[src/rtl/fmv_pkg.sv]
package fmv_pkg;

    localparam int DATA_W   = 32;
    localparam int BYTE_W   = 8;
    localparam int N_BYTES  = DATA_W / BYTE_W;
    localparam int WORD_W   = 2 * BYTE_W;
    localparam int N_WORDS  = DATA_W / WORD_W;
    localparam int PTR_W    = 2;
    localparam int CFG_W    = 9;
    localparam int IMM_W    = 9;

    typedef enum logic [1:0] {
        DM_HOLD   = 2'b00,
        DM_ROTATE = 2'b01,
        DM_INC    = 2'b10,
        DM_DEC    = 2'b11
    } dst_mode_e;

    typedef struct packed {
        logic             wide;
        dst_mode_e        dmode;
        logic [PTR_W-1:0] dptr;
        logic [1:0]       smode;
        logic [PTR_W-1:0] sptr;
    } fmv_cfg_t;

    localparam logic [CFG_W-1:0] CFG_RESET = 9'b0_0100_0000;

    // Post-move pointer update: bit1 of mode enables stepping, bit0 picks direction.
    function automatic logic [PTR_W-1:0] step_ptr(input logic [PTR_W-1:0] p,
                                                  input logic [1:0] mode,
                                                  input logic wide);
        logic [PTR_W-1:0] amt;
        amt = wide ? 2'd2 : 2'd1;
        if (mode[1]) begin
            step_ptr = mode[0] ? (p - amt) : (p + amt);
        end else begin
            step_ptr = p;
        end
    endfunction

endpackage

[src/rtl/fmv_cfg_reg.sv]
module fmv_cfg_reg
    import fmv_pkg::*;
(
    input  logic             clk,
    input  logic             rst,
    input  logic             load,
    input  logic [CFG_W-1:0] load_val,
    input  logic             step,
    output fmv_cfg_t         cfg
);
    fmv_cfg_t cfg_q;
    fmv_cfg_t cfg_d;

    always_comb begin
        cfg_d = cfg_q;
        if (load) begin
            cfg_d = fmv_cfg_t'(load_val);
        end else if (step) begin
            cfg_d.dptr = step_ptr(cfg_q.dptr, cfg_q.dmode, cfg_q.wide);
            cfg_d.sptr = step_ptr(cfg_q.sptr, cfg_q.smode, cfg_q.wide);
        end
    end

    always_ff @(posedge clk) begin
        if (rst) begin
            cfg_q <= fmv_cfg_t'(CFG_RESET);
        end else begin
            cfg_q <= cfg_d;
        end
    end

    assign cfg = cfg_q;
endmodule

[src/rtl/fmv_extract.sv]
module fmv_extract
    import fmv_pkg::*;
(
    input  logic [DATA_W-1:0] src,
    input  logic              wide,
    input  logic [PTR_W-1:0]  ptr,
    output logic [WORD_W-1:0] field
);
    logic [BYTE_W-1:0] byte_lane [N_BYTES];
    logic [WORD_W-1:0] word_lane [N_WORDS];

    for (genvar b = 0; b < N_BYTES; b++) begin : g_byte
        assign byte_lane[b] = src[b*BYTE_W +: BYTE_W];
    end
    for (genvar w = 0; w < N_WORDS; w++) begin : g_word
        assign word_lane[w] = src[w*WORD_W +: WORD_W];
    end

    always_comb begin
        if (wide) begin
            field = word_lane[ptr[1]];
        end else begin
            field = {{(WORD_W-BYTE_W){1'b0}}, byte_lane[ptr]};
        end
    end
endmodule

[src/rtl/fmv_insert.sv]
module fmv_insert
    import fmv_pkg::*;
(
    input  logic [DATA_W-1:0] dst,
    input  logic [WORD_W-1:0] field,
    input  logic              wide,
    input  logic              rotate,
    input  logic [PTR_W-1:0]  ptr,
    output logic [DATA_W-1:0] merged
);
    logic [DATA_W-1:0] rot_byte;
    logic [DATA_W-1:0] rot_word;
    logic [DATA_W-1:0] base;

    assign rot_byte = {dst[DATA_W-BYTE_W-1:0], dst[DATA_W-1 -: BYTE_W]};
    assign rot_word = {dst[DATA_W-WORD_W-1:0], dst[DATA_W-1 -: WORD_W]};
    assign base     = !rotate ? dst : (wide ? rot_word : rot_byte);

    for (genvar b = 0; b < N_BYTES; b++) begin : g_lane
        localparam logic [PTR_W-1:0] LANE_IDX = PTR_W'(b);
        localparam int               HALF     = b % 2;
        logic hit;
        assign hit = wide ? (LANE_IDX[1] == ptr[1]) : (LANE_IDX == ptr);
        always_comb begin
            if (!hit) begin
                merged[b*BYTE_W +: BYTE_W] = base[b*BYTE_W +: BYTE_W];
            end else if (wide) begin
                merged[b*BYTE_W +: BYTE_W] = field[HALF*BYTE_W +: BYTE_W];
            end else begin
                merged[b*BYTE_W +: BYTE_W] = field[BYTE_W-1:0];
            end
        end
    end
endmodule

[src/rtl/fmv_top.sv]
module fmv_top
    import fmv_pkg::*;
(
    input  logic              clk,
    input  logic              rst,
    input  logic              cfg_load,
    input  logic [CFG_W-1:0]  cfg_value,
    input  logic              move_en,
    input  logic              move_use_imm,
    input  logic [IMM_W-1:0]  move_imm,
    input  logic [DATA_W-1:0] move_src,
    input  logic [DATA_W-1:0] move_dst,
    output logic [DATA_W-1:0] move_result,
    output logic              move_done
);
    fmv_cfg_t          cfg_q;
    logic [CFG_W-1:0]  cfg_bits;
    logic              move_acc;
    logic [DATA_W-1:0] src_sel;
    logic [WORD_W-1:0] field;
    logic [DATA_W-1:0] merged;

    assign move_acc = move_en && !cfg_load;
    assign src_sel  = move_use_imm ? {{(DATA_W-IMM_W){1'b0}}, move_imm} : move_src;
    assign cfg_bits = cfg_q;

    fmv_cfg_reg u_cfg (
        .clk      (clk),
        .rst      (rst),
        .load     (cfg_load),
        .load_val (cfg_value),
        .step     (move_acc),
        .cfg      (cfg_q)
    );

    fmv_extract u_ext (
        .src   (src_sel),
        .wide  (cfg_q.wide),
        .ptr   (cfg_q.sptr),
        .field (field)
    );

    fmv_insert u_ins (
        .dst    (move_dst),
        .field  (field),
        .wide   (cfg_q.wide),
        .rotate (cfg_q.dmode == DM_ROTATE),
        .ptr    (cfg_q.dptr),
        .merged (merged)
    );

    always_ff @(posedge clk) begin
        if (rst) begin
            move_done   <= 1'b0;
            move_result <= '0;
        end else begin
            move_done <= move_acc;
            if (move_acc) begin
                move_result <= merged;
            end
        end
    end
endmodule

[config.mk]
export PLATFORM = sky130hd
export DESIGN_NAME = fmv_top
export DESIGN_NICKNAME = d
export VERILOG_FILES = /design/src/rtl/fmv_pkg.sv /design/src/rtl/fmv_cfg_reg.sv /design/src/rtl/fmv_extract.sv /design/src/rtl/fmv_insert.sv /design/src/rtl/fmv_top.sv
export SDC_FILE = /design/constraint.sdc
export NUM_CORES = 1
export LEC_CHECK = 0
export BUFFER_PORTS_ARGS = -buffer_cell sky130_fd_sc_hd__buf_2
export CORE_MARGIN = 1.5
export CORE_UTILIZATION = 53
export CTS_CLUSTER_DIAMETER = 100
export DETAILED_ROUTE_END_ITERATION = 8
export PLACE_DENSITY = 0.86
export SLEW_MARGIN = 40
export SYNTH_ARGS = -nofsm -noshare
export SYNTH_HDL_FRONTEND = slang
export SYNTH_HIERARCHICAL = 1
export SYNTH_SLANG_ARGS = --single-unit
[constraint.sdc]
create_clock -name clk -period 2.5 [get_ports clk]
set_input_delay 0.5 -clock clk [delete_from_list [all_inputs] [get_ports clk]]
set_output_delay 0.5 -clock clk [all_outputs]
set_load 0.02 [all_outputs]
Word level (Yosys, flattened, before mapping):

Cells that the tools add are included.

* register bits: 42
* bits of input ports: 87
* output and inout port bits: 33

* $add $sub $neg: 4
* magnitude comparators: 2
* eq/ne operators: 4
* multiplexer cells: 28
* bitwise logic cells: 3
* reductions and logical operators: 8

Operators by type and width (count)
* two-way mux 32 bit: 3
* two-way mux 16 bit: 4
* two-way mux 8 bit: 7
* two-way mux 2 bit: 9
* binary-select mux 8 bit (select 2 bit): 1
* nonzero test 2 bit: 3
* adder 2 bit: 2
* equality test 2 bit (first input constant): 2
* two-way mux 1 bit: 4
* AND reduction 2 bit: 2
* subtractor 2 bit: 2
* >= comparator 3 bit (second input constant): 1
* NOT 2 -> 3 bit: 1
* equality test 1 x 2 -> 1 bit (first input constant): 1
* equality test 2 x 1 -> 1 bit (second input constant): 1
* >= comparator 2 bit (second input constant): 1
* logical NOT 2 bit: 1
* NOT 1 -> 2 bit: 1
* logical AND 1 bit: 1
* logical NOT 1 bit: 1
* NOT 1 bit: 1

Longest topological paths before layout:

Gate-level depths: netlist of run 1.

* depth after elaboration: 7
* depth in mapped cells: 8

Cells and area by module:

Netlist of run 1, hierarchy kept.

By module, submodules not included
* fmv_top: instances 1, cells an instance 183, area an instance 1833.0 um^2, seq. area each 660.6 um^2
* fmv_insert: instances 1, cells an instance 157, area an instance 1224.9 um^2, seq. area each 0.0 um^2
* fmv_cfg_reg: instances 1, cells an instance 51, area an instance 495.5 um^2, seq. area each 180.2 um^2
* fmv_extract: instances 1, cells an instance 28, area an instance 375.4 um^2, seq. area each 0.0 um^2

Worst setup path before layout of run 1:

Ideal clock, no wire load.

* kind: input -> register
* start point: in move_use_imm
* end point: reg move_result[24]
* setup time: 0.116 ns
* arrival time: 1.918 ns
* data required time: 2.384 ns
* slack: 0.466 ns
* stages: 7
* path buffers: 1
* path through: buf_4 > mux2_2 > mux4_1 > mux2i_1 > o22ai_1 > nand4bb_1 > o21ai_2

* longest elaborated chain between the ends: 7
* elaborated cells on any way between the ends: 10
* classes of those cells: mux (10)

Ends and longest elaborated chain
* from (decl): RTL line fmv_top.sv:9 `input logic move_use_imm,`
* two-way mux 32 bit: RTL line fmv_top.sv:24 `assign src_sel = move_use_imm ? {{(DATA_W-IMM_W){1'b0}}, move_imm} : move_src;`
* named net src_sel[8]: RTL line fmv_top.sv:19 `logic [DATA_W-1:0] src_sel;`
* binary-select mux 8 bit (select 2 bit): RTL line fmv_extract.sv:23 `field = {{(WORD_W-BYTE_W){1'b0}}, byte_lane[ptr]};`
* two-way mux 8 bit (implied by the code) (2 in a row): RTL line fmv_extract.sv:23
* two-way mux 16 bit: RTL line fmv_extract.sv:20 `if (wide) begin`
* named net field[0]: RTL line fmv_top.sv:20 `logic [WORD_W-1:0] field;`
* two-way mux 8 bit: RTL line fmv_insert.sv:27 `end else if (wide) begin`
* two-way mux 8 bit: RTL line fmv_insert.sv:25 `if (!hit) begin`
* named net merged[24]: RTL line fmv_top.sv:21 `logic [DATA_W-1:0] merged;`
* to (signal assigned): RTL line fmv_top.sv:59 `move_result <= merged;`
* to (decl): RTL line fmv_top.sv:13 `output logic [DATA_W-1:0] move_result,`

The timed path passes the listed nets, and every way through them passes these cells. The select of a mux whose other input is x is not followed.
A chain may end at the register's enable or synchronous reset.

Worst setup path in the final report of run 1:

Ends and elaborated chain as after synthesis.

==> impl_metrics.py, run 1 <==
metrics = {
    "sta": {
        "fin_crit_ns": 2.22,
        "slew_headroom": 0.543,
        "fin_worst_skew_ns": 0.00362,
        "worstMarginPinSlew_ns": 0.685,
        "hold_violations": 0,
        "fmax_ghz": 0.451,
        "setup_slack_ns": 0.283,
        "fin_setup_tns_ns": 0,
        "whs_ns": 0.400,
        "maxSlewViolCount": 0,
        "period_share": 0.887,
        "setup_violations": 0,
        "rsz0062_at_grt": "false",
    },
    "worst_setup_path": {
        "cpPeakStageDelay_ns": 0.58,
        "endpoint_kind": "flop",
        "worstSetupStartpointType": "input port",
        "crit_path_cell_trace": "buf_2, mux2_2, mux4_1, mux2i_1, o22ai_1, nand4bb_1, o21ai_2",
        "crit_arrival_ns": 2.41,
        "crit_type": "input port to flop",
        "slowest_stage": "mux4_1",
        "crit_fanout": 21,
        "cp.required_ns": 2.69,
    },
    "cts": {
        "hold_buffers": 0,
        "clk_pin_slew_worst_paths_ns": 0.08,
        "cts_resized": 0,
        "root_buffer": "clkbuf_8",
        "htree_num_levels": 2,
        "clock_latency_ns": 0.30,
        "cts_tree": "done",
        "clock_path_buffers": 2,
        "cts_buffers": 5,
        "post-cts-setup-buffers": 0,
        "cts_sinks": 42,
    },
    "yosys": {
        "synthFlopType": "dfxtp_1",
        "synth_edf_count": 0,
        "synth.avg_cell_area_um2": 9.38,
        "yosys_warnings": 6,
        "synthCells": 419,
        "seq_area_frac_synth": 0.214,
        "synth_seq_cells": 42,
        "syn-num-nets": 508,
        "ys_types": 39,
        "synthArstFlopShare": 0,
        "synth_area_mm2": 0.00393,
    },
    "placed_design": {
        "portBuffers": 119,
        "place_ws_ns": 0.0152,
        "hpwl_mm": 7.50,
        "gp_congestion": 0.964,
    },
    "floorplan": {
        "core_area_mm2": 0.00721,
        "die_h_um": 89.1,
        "dieWidth_um": 89.1,
        "pin_count": 120,
        "design.die.area_mm2": 0.00794,
        "start_util": 0.545,
        "fp-row-count": 31,
    },
    "layout": {
        "layout_commonest_cell": "buf_2",
        "drive_gt1_frac": 0.383,
        "mostFrequentLayoutCells": "buf_2, mux2i_1, dfxtp_1, nand2b_1, nand4bb_1",
        "num-nets-final": 607,
        "diodes": 0,
        "finish.utilization": 0.636,
        "syn_to_final_growth_pct": 16.8,
        "fill_cells": 634,
    },
    "routing": {
        "dr.pass1.iters": 5,
        "viasPerCell": 5.79,
        "drc_errors": 0,
        "antenna_left": 0,
        "wl_mm": 9.99,
        "wl_per_cell_um": 16.2,
        "first_iter_violations": 205,
        "vias": 3579,
    },
    "run": {
        "cap_violations": 0,
    },
    "pwr": {
        "power.density_mw_per_mm2": 472,
        "vdd_drop_max_mv": 0.314,
        "power_mw": 2.17,
        "p_leak_nw": 1.94,
    },
    "grt": {
        "grt_max_degree": 65,
        "antenna_found_initial": 0,
        "track_usage": 0.254,
        "grt_pass1_vias": 3253,
        "grt_remaining_overflow": 0,
        "grt_pass1_wl_mm": 15.8,
    },
    "worst_hold_path": {
        "hp-class": "input port to flop",
    },
    "status": {
        "status": "completed",
    },
}
==> kinds of logic after synthesis <==
family	synth area share
AND/OR/NAND/NOR	0.269
flip-flops	0.214
buffers and inverters	0.0723
AO/OA/AOI/OAI	0.158
XOR/XNOR	0.00892
multiplexers	0.271
adder cells (fa/ha/maj)	0.00637
==> routing by layer <==
metal	GRT usage	share of wire	vias to the layer above
met5	0	0	-
met4	0.0909	0.027	0
met2	0.410	0.46	175
met1	0.349	0.44	1668
met3	0.0332	0.077	22
li1	-	-	1714
==> critical path: cells and delay by family <==
kind                   cells  cell delay, ns
and+or+nand+nor            1            0.13
muxes                      3            1.25
AOI/OAI and AO/OA          2            0.20
buffers and inverters      1            0.32
==> cells in the mapped netlist, types with 2 or more instances <==
master | number | area, um2
a211oi_2 | 2 | 25.0
a21o_1 | 2 | 15.0
a21oi_1 | 16 | 80.1
a21oi_2 | 2 | 17.5
a31o_1 | 2 | 17.5
and2_1 | 16 | 100
and2b_1 | 6 | 45.0
buf_2 | 6 | 30.0
buf_4 | 4 | 30.0
buf_6 | 11 | 124
clkbuf_1 | 17 | 63.8
dfxtp_1 | 42 | 841
ha_1 | 2 | 25.0
inv_1 | 3 | 11.3
mux2_2 | 9 | 101
mux2_4 | 16 | 240
mux2i_1 | 52 | 521
mux4_1 | 6 | 158
mux4_2 | 2 | 45.0
nand2_2 | 2 | 12.5
nand2b_1 | 34 | 213
nand4bb_1 | 32 | 360
nor2_1 | 25 | 93.8
nor2b_1 | 31 | 194
o21ai_0 | 19 | 95.1
o21ai_1 | 10 | 50.1
o21ai_2 | 20 | 175
o22ai_1 | 16 | 100
o22ai_2 | 2 | 25.0
xnor2_1 | 2 | 17.5
xor2_1 | 2 | 17.5
==> sequential cells by signal, summed over array words and instances, names as in the netlist <==
signal and cells:
move_done 1, move_result 32, u_cfg/cfg 9
==> power breakdown <==
group,internal (mW),leakage (nW),switching [mW],total (mW)
Sequential,0.721,0.345,0.0372,0.758
Clock,0.299,0.0524,0.245,0.544
Combinational,0.421,1.54,0.442,0.863
==> worst paths after layout <==
check	slack, ns	cells past startpoint	end	startpoint
min reg2reg	0.47	2	move_result[16]$_SDFFE_PP0P_	move_result[16]$_SDFFE_PP0P_
min	0.40	2	u_cfg/cfg[6]$_SDFFE_PP1P_	cfg_value[6]
max reg2reg	0.49	6	move_result[24]$_SDFFE_PP0P_	u_cfg/cfg[1]$_SDFFE_PP0P_
max	0.28	7	move_result[24]$_SDFFE_PP0P_	move_use_imm
==> through the flow <==
stage,cells,area (um2)
after floorplan,419,3930
after global placement,610,4480
after detailed placement,610,4480
after CTS,618,4590
after global routing,618,4590
final,618,4590
==> layout make-up <==
type / count / area (um2) / area share
clock buffer: 7 / 76.3 / 0.0166
multi-input combinational: 334 / 2810 / 0.613
sequential: 42 / 842 / 0.184
clock inverter: 1 / 30.0 / 0.00654
inverter: 3 / 11.3 / 0.00245
timing repair buffer: 132 / 693 / 0.151
tap: 99 / 124 / 0.0270
Note: power is estimated with default switching activity, not from simulation.
==> run 2, diff against run 1 <==
- CELL_PAD_IN_SITES_DETAIL_PLACEMENT: unset -> 1
- CELL_PAD_IN_SITES_GLOBAL_PLACEMENT: unset -> 1
- CORE_UTILIZATION: 53 -> 39
- PLACE_DENSITY: 0.86 -> 0.85
==> impl_metrics.py, run 2 (synthesis results as in run 1) <==
metrics = {
    "status": {
        "status": "completed",
    },
    "layout": {
        "stdcell_count": 651,
        "multiInputGateArea_mm2": 0.00281,
        "num-nets-final": 606,
        "fill_cells": 1184,
        "largest_register": "move_result",
        "diodes": 0,
        "seqCellArea_um2": 842,
        "drive_gt1_frac": 0.386,
        "syn_to_final_growth_pct": 18.3,
        "largest_register_ffs": 32,
        "final_area_mm2": 0.00465,
        "finish.utilization": 0.475,
        "mostFrequentLayoutCells": "buf_2, mux2i_1, dfxtp_1, nand2b_1, nand4bb_1",
        "layout_commonest_cell": "buf_2",
    },
    "pwr": {
        "power.net_switching_mw": 0.777,
        "pwr-share-comb": 0.418,
        "p_seq_frac": 0.357,
        "p_clk_frac": 0.224,
        "vdd_drop_max_mv": 0.209,
        "p_int_mw": 1.35,
        "switching_share": 0.365,
        "p_leak_nw": 1.94,
        "power.density_mw_per_mm2": 458,
    },
    "cts": {
        "cts_tree": "done",
        "cts_sinks": 42,
        "post-cts-setup-buffers": 0,
        "clock_path_buffers": 2,
        "cts_buffers": 5,
        "cts_resized": 0,
        "root_buffer": "clkbuf_8",
        "clk_pin_slew_worst_paths_ns": 0.09,
        "clock_latency_ns": 0.30,
        "htree_num_levels": 2,
        "hold_buffers": 0,
    },
    "routing": {
        "first_iter_violations": 132,
        "wl_per_cell_um": 17.9,
        "wl_mm": 11.7,
        "antenna_left": 0,
        "vias": 3533,
        "viasPerCell": 5.43,
        "dr.pass1.iters": 4,
        "drc_errors": 0,
    },
    "sta": {
        "worstMarginPinSlew_ns": 0.773,
        "fin_worst_skew_ns": 0.00875,
        "period_share": 0.875,
        "slew_headroom": 0.484,
        "whs_ns": 0.411,
        "fmax_ghz": 0.457,
        "hold_violations": 0,
        "setup_violations": 0,
        "rsz0062_at_grt": "false",
        "fin_setup_tns_ns": 0,
        "maxSlewViolCount": 0,
        "fin_crit_ns": 2.19,
    },
    "floorplan": {
        "fp-row-count": 36,
        "die_h_um": 103,
        "start_util": 0.402,
        "design.die.area_mm2": 0.0107,
        "pin_count": 120,
        "dieWidth_um": 103,
        "core_area_mm2": 0.00977,
    },
    "grt": {
        "antenna_found_initial": 0,
        "grt_remaining_overflow": 0,
        "grt_max_degree": 65,
        "grt_pass1_wl_mm": 18.6,
        "track_usage": 0.225,
        "grt_pass1_vias": 3531,
    },
    "placed_design": {
        "placed_cell_area_mm2": 0.00455,
        "gp_congestion": 0.888,
        "dpl.cell_count": 643,
        "portBuffers": 119,
        "hpwl_mm": 8.71,
    },
    "worst_setup_path": {
        "endpoint_kind": "flop",
        "crit_fanout": 32,
        "worstSetupStartpointType": "input port",
        "crit_type": "input port to flop",
        "cp.required_ns": 2.68,
        "crit_arrival_ns": 2.37,
    },
    "worst_hold_path": {
        "hp-class": "input port to flop",
    },
    "run": {
        "cap_violations": 0,
    },
}
[run 2: cell count changes in the layout (fill, tap and decap cells not counted), sizes merged]
cell,change
inv,+1
clkinvlp,+2
buf,-1
clkbuf,-2
bufinv,-1
[run 2: per-layer routing]
layer  vias up  GRT usage  share of wire
met5         -          0              0
met4         0     0.0634          0.021
met3        17     0.0302          0.045
met2       114      0.370           0.45
met1      1689      0.309           0.49
li1       1713          -              -
[run 2: through the flow]
step           worst slack, ns  power [mW]
2_1_floorplan            0.466        1.41
5_1_grt                  0.217        2.25
3_5_place_dp            0.0137        1.66
4_1_cts                  0.335        2.15
6_report                 0.312        2.13
3_3_place_gp            0.0261        1.63
[run 2: path summary, 6_finish.rpt]
path | start | slack, ns | depth (start not counted) | to
setup / recovery | move_use_imm | 0.31 | 8 | move_result[28]$_SDFFE_PP0P_
hold reg to reg | move_result[13]$_SDFFE_PP0P_ | 0.47 | 2 | move_result[13]$_SDFFE_PP0P_
setup reg to reg | u_cfg/cfg[1]$_SDFFE_PP0P_ | 0.45 | 6 | move_result[28]$_SDFFE_PP0P_
hold / removal | cfg_value[6] | 0.41 | 2 | u_cfg/cfg[6]$_SDFFE_PP1P_
[run 2: area by class of cell]
| type | count | share of cell area |
|---|---|---|
| multi-input combinational | 334 | 0.605 |
| sequential | 42 | 0.181 |
| timing repair buffer | 131 | 0.156 |
| tap | 133 | 0.0358 |
| clock buffer | 5 | 0.0148 |
| clock inverter | 3 | 0.00512 |
| inverter | 3 | 0.00242 |
[run 2: power groups by stage]
| stage | Sequential (mW) | Clock (mW) | Combinational [mW] |
|---|---|---|---|
| 2_1_floorplan | 0.816 | 0 | 0.598 |
| 3_3_place_gp | 0.776 | 0 | 0.854 |
| 3_5_place_dp | 0.778 | 0 | 0.884 |
| 4_1_cts | 0.762 | 0.495 | 0.888 |
| 5_1_grt | 0.767 | 0.514 | 0.965 |
| 6_report | 0.761 | 0.478 | 0.891 |
[run 2: worst max-delay path, cell delays in order]
cell	delay, ns
buf_2	0.10
buf_12	0.17
mux2_2	0.36
mux4_1	0.58
mux2i_1	0.30
o22ai_1	0.15
nand4bb_1	0.13
o21ai_0	0.08
==> run 3, diff against run 2 <==
- CORE_UTILIZATION: 39 -> 42
- PLACE_DENSITY: 0.85 -> 0.91
- clock period: 2.5 -> 2.7 ns (I/O delays scaled with it)
==> impl_metrics.py, run 3 (synthesis results as in run 1) <==
metrics = {
    "pwr": {
        "vdd_drop_max_mv": 0.210,
        "power.density_mw_per_mm2": 445,
        "p_leak_nw": 1.94,
    },
    "sta": {
        "fin_setup_tns_ns": 0,
        "fin_worst_skew_ns": 0.00950,
        "maxSlewViolCount": 0,
        "slew_headroom": 0.558,
        "setup_violations": 0,
        "fin_crit_ns": 2.26,
        "fmax_ghz": 0.443,
        "rsz0062_at_grt": "false",
        "hold_violations": 0,
        "worstMarginPinSlew_ns": 0.662,
        "period_share": 0.837,
        "whs_ns": 0.447,
    },
    "routing": {
        "viasPerCell": 5.66,
        "dr.pass1.iters": 4,
        "vias": 3563,
        "wl_per_cell_um": 19.2,
        "wl_mm": 12.1,
        "antenna_left": 0,
        "drc_errors": 0,
        "first_iter_violations": 151,
    },
    "cts": {
        "root_buffer": "clkbuf_8",
        "cts_buffers": 5,
        "clk_pin_slew_worst_paths_ns": 0.09,
        "post-cts-setup-buffers": 0,
        "cts_tree": "done",
        "hold_buffers": 0,
        "clock_latency_ns": 0.30,
        "cts_resized": 0,
        "htree_num_levels": 2,
        "clock_path_buffers": 2,
        "cts_sinks": 42,
    },
    "grt": {
        "grt_pass1_wl_mm": 18.7,
        "track_usage": 0.239,
        "grt_max_degree": 48,
        "grt_remaining_overflow": 0,
        "antenna_found_initial": 0,
        "grt_pass1_vias": 3717,
    },
    "floorplan": {
        "dieWidth_um": 99.7,
        "start_util": 0.429,
        "design.die.area_mm2": 0.00994,
        "core_area_mm2": 0.00915,
        "die_h_um": 99.7,
        "fp-row-count": 35,
        "pin_count": 120,
    },
    "worst_setup_path": {
        "crit_arrival_ns": 2.45,
        "cp.required_ns": 2.89,
        "worstSetupStartpointType": "flop",
        "crit_fanout": 38,
        "endpoint_kind": "flop",
        "crit_path_cell_trace": "buf_4, buf_4, mux2i_1, a21oi_1, mux2_4, nand4bb_1, o21ai_2",
        "crit_top_cell": "buf_4",
        "slowest_stage": "buf_4",
        "crit_type": "flop to flop",
        "cpPeakStageDelay_ns": 0.51,
    },
    "placed_design": {
        "gp_congestion": 0.897,
        "hpwl_mm": 9.13,
        "portBuffers": 119,
    },
    "status": {
        "status": "completed",
    },
    "layout": {
        "diodes": 0,
        "largest_register": "move_result",
        "drive_gt1_frac": 0.384,
        "largest_register_ffs": 32,
        "num-nets-final": 606,
        "syn_to_final_growth_pct": 17.4,
        "fill_cells": 1087,
        "mostFrequentLayoutCells": "buf_2, mux2i_1, dfxtp_1, nand2b_1, nand4bb_1",
        "layout_commonest_cell": "buf_2",
    },
    "worst_hold_path": {
        "hp-class": "input port to flop",
    },
    "run": {
        "cap_violations": 0,
    },
}
run 3: cell types whose count changed in the layout (fill, tap and decap cells not counted), sizes merged:
| cell | change |
|---|---|
| inv | -1 |
| bufinv | +1 |
| clkbuf | +1 |
| clkinvlp | -1 |
run 3: layout make-up:
type                       count  area, um2  share of cell area
sequential                    42        842               0.183
clock inverter                 2       37.5             0.00814
multi-input combinational    334       2810               0.610
timing repair buffer         131        698               0.151
tap                          111        139              0.0301
clock buffer                   6       72.6              0.0157
inverter                       3       11.3             0.00244
run 3: critical path: cells and delay by family (launching register included):
family                 cells  cell delay, ns
AOI/OAI and AO/OA          2            0.17
muxes                      2            0.60
DFF                        1            0.44
and+or+nand+nor            1            0.13
buffers and inverters      2            0.77
run 3: power breakdown:
part | leakage, nW | internal, mW | switching [mW]
combinational | 1.54 | 0.394 | 0.442
sequential | 0.345 | 0.668 | 0.0371
clock | 0.0514 | 0.276 | 0.237
run 3: final timing paths:
check	slack [ns]	end	depth (start not counted)	start
min	0.45	u_cfg/cfg[6]$_SDFFE_PP1P_	2	cfg_value[6]
max	0.44	move_result[20]$_SDFFE_PP0P_	7	u_cfg/cfg[8]$_SDFFE_PP0P_
min reg2reg	0.47	move_result[8]$_SDFFE_PP0P_	2	move_result[8]$_SDFFE_PP0P_
max reg2reg	0.44	move_result[20]$_SDFFE_PP0P_	7	u_cfg/cfg[8]$_SDFFE_PP0P_
run 3: per-layer routing:
metal,track usage,vias up,part of all wire
li1,-,1717,-
met4,0.0520,0,0.012
met1,0.294,1730,0.44
met2,0.435,102,0.51
met5,0,-,0
met3,0.0394,14,0.046
run 3: stage by stage:
| stage | instance area, um2 | instances | setup slack, ns | power [mW] | util |
|---|---|---|---|---|---|
| global placement | 4500 | 621 | 0.305 | 1.50 | 0.492 |
| detailed placement | 4500 | 621 | 0.155 | 1.54 | 0.492 |
| CTS | 4610 | 629 | 0.474 | 2.06 | 0.504 |
| finish | 4610 | 629 | 0.440 | 2.05 | 0.504 |
| global route | 4610 | 629 | 0.350 | 2.14 | 0.504 |
| floorplan | 3930 | 419 | 0.626 | 1.31 | - |
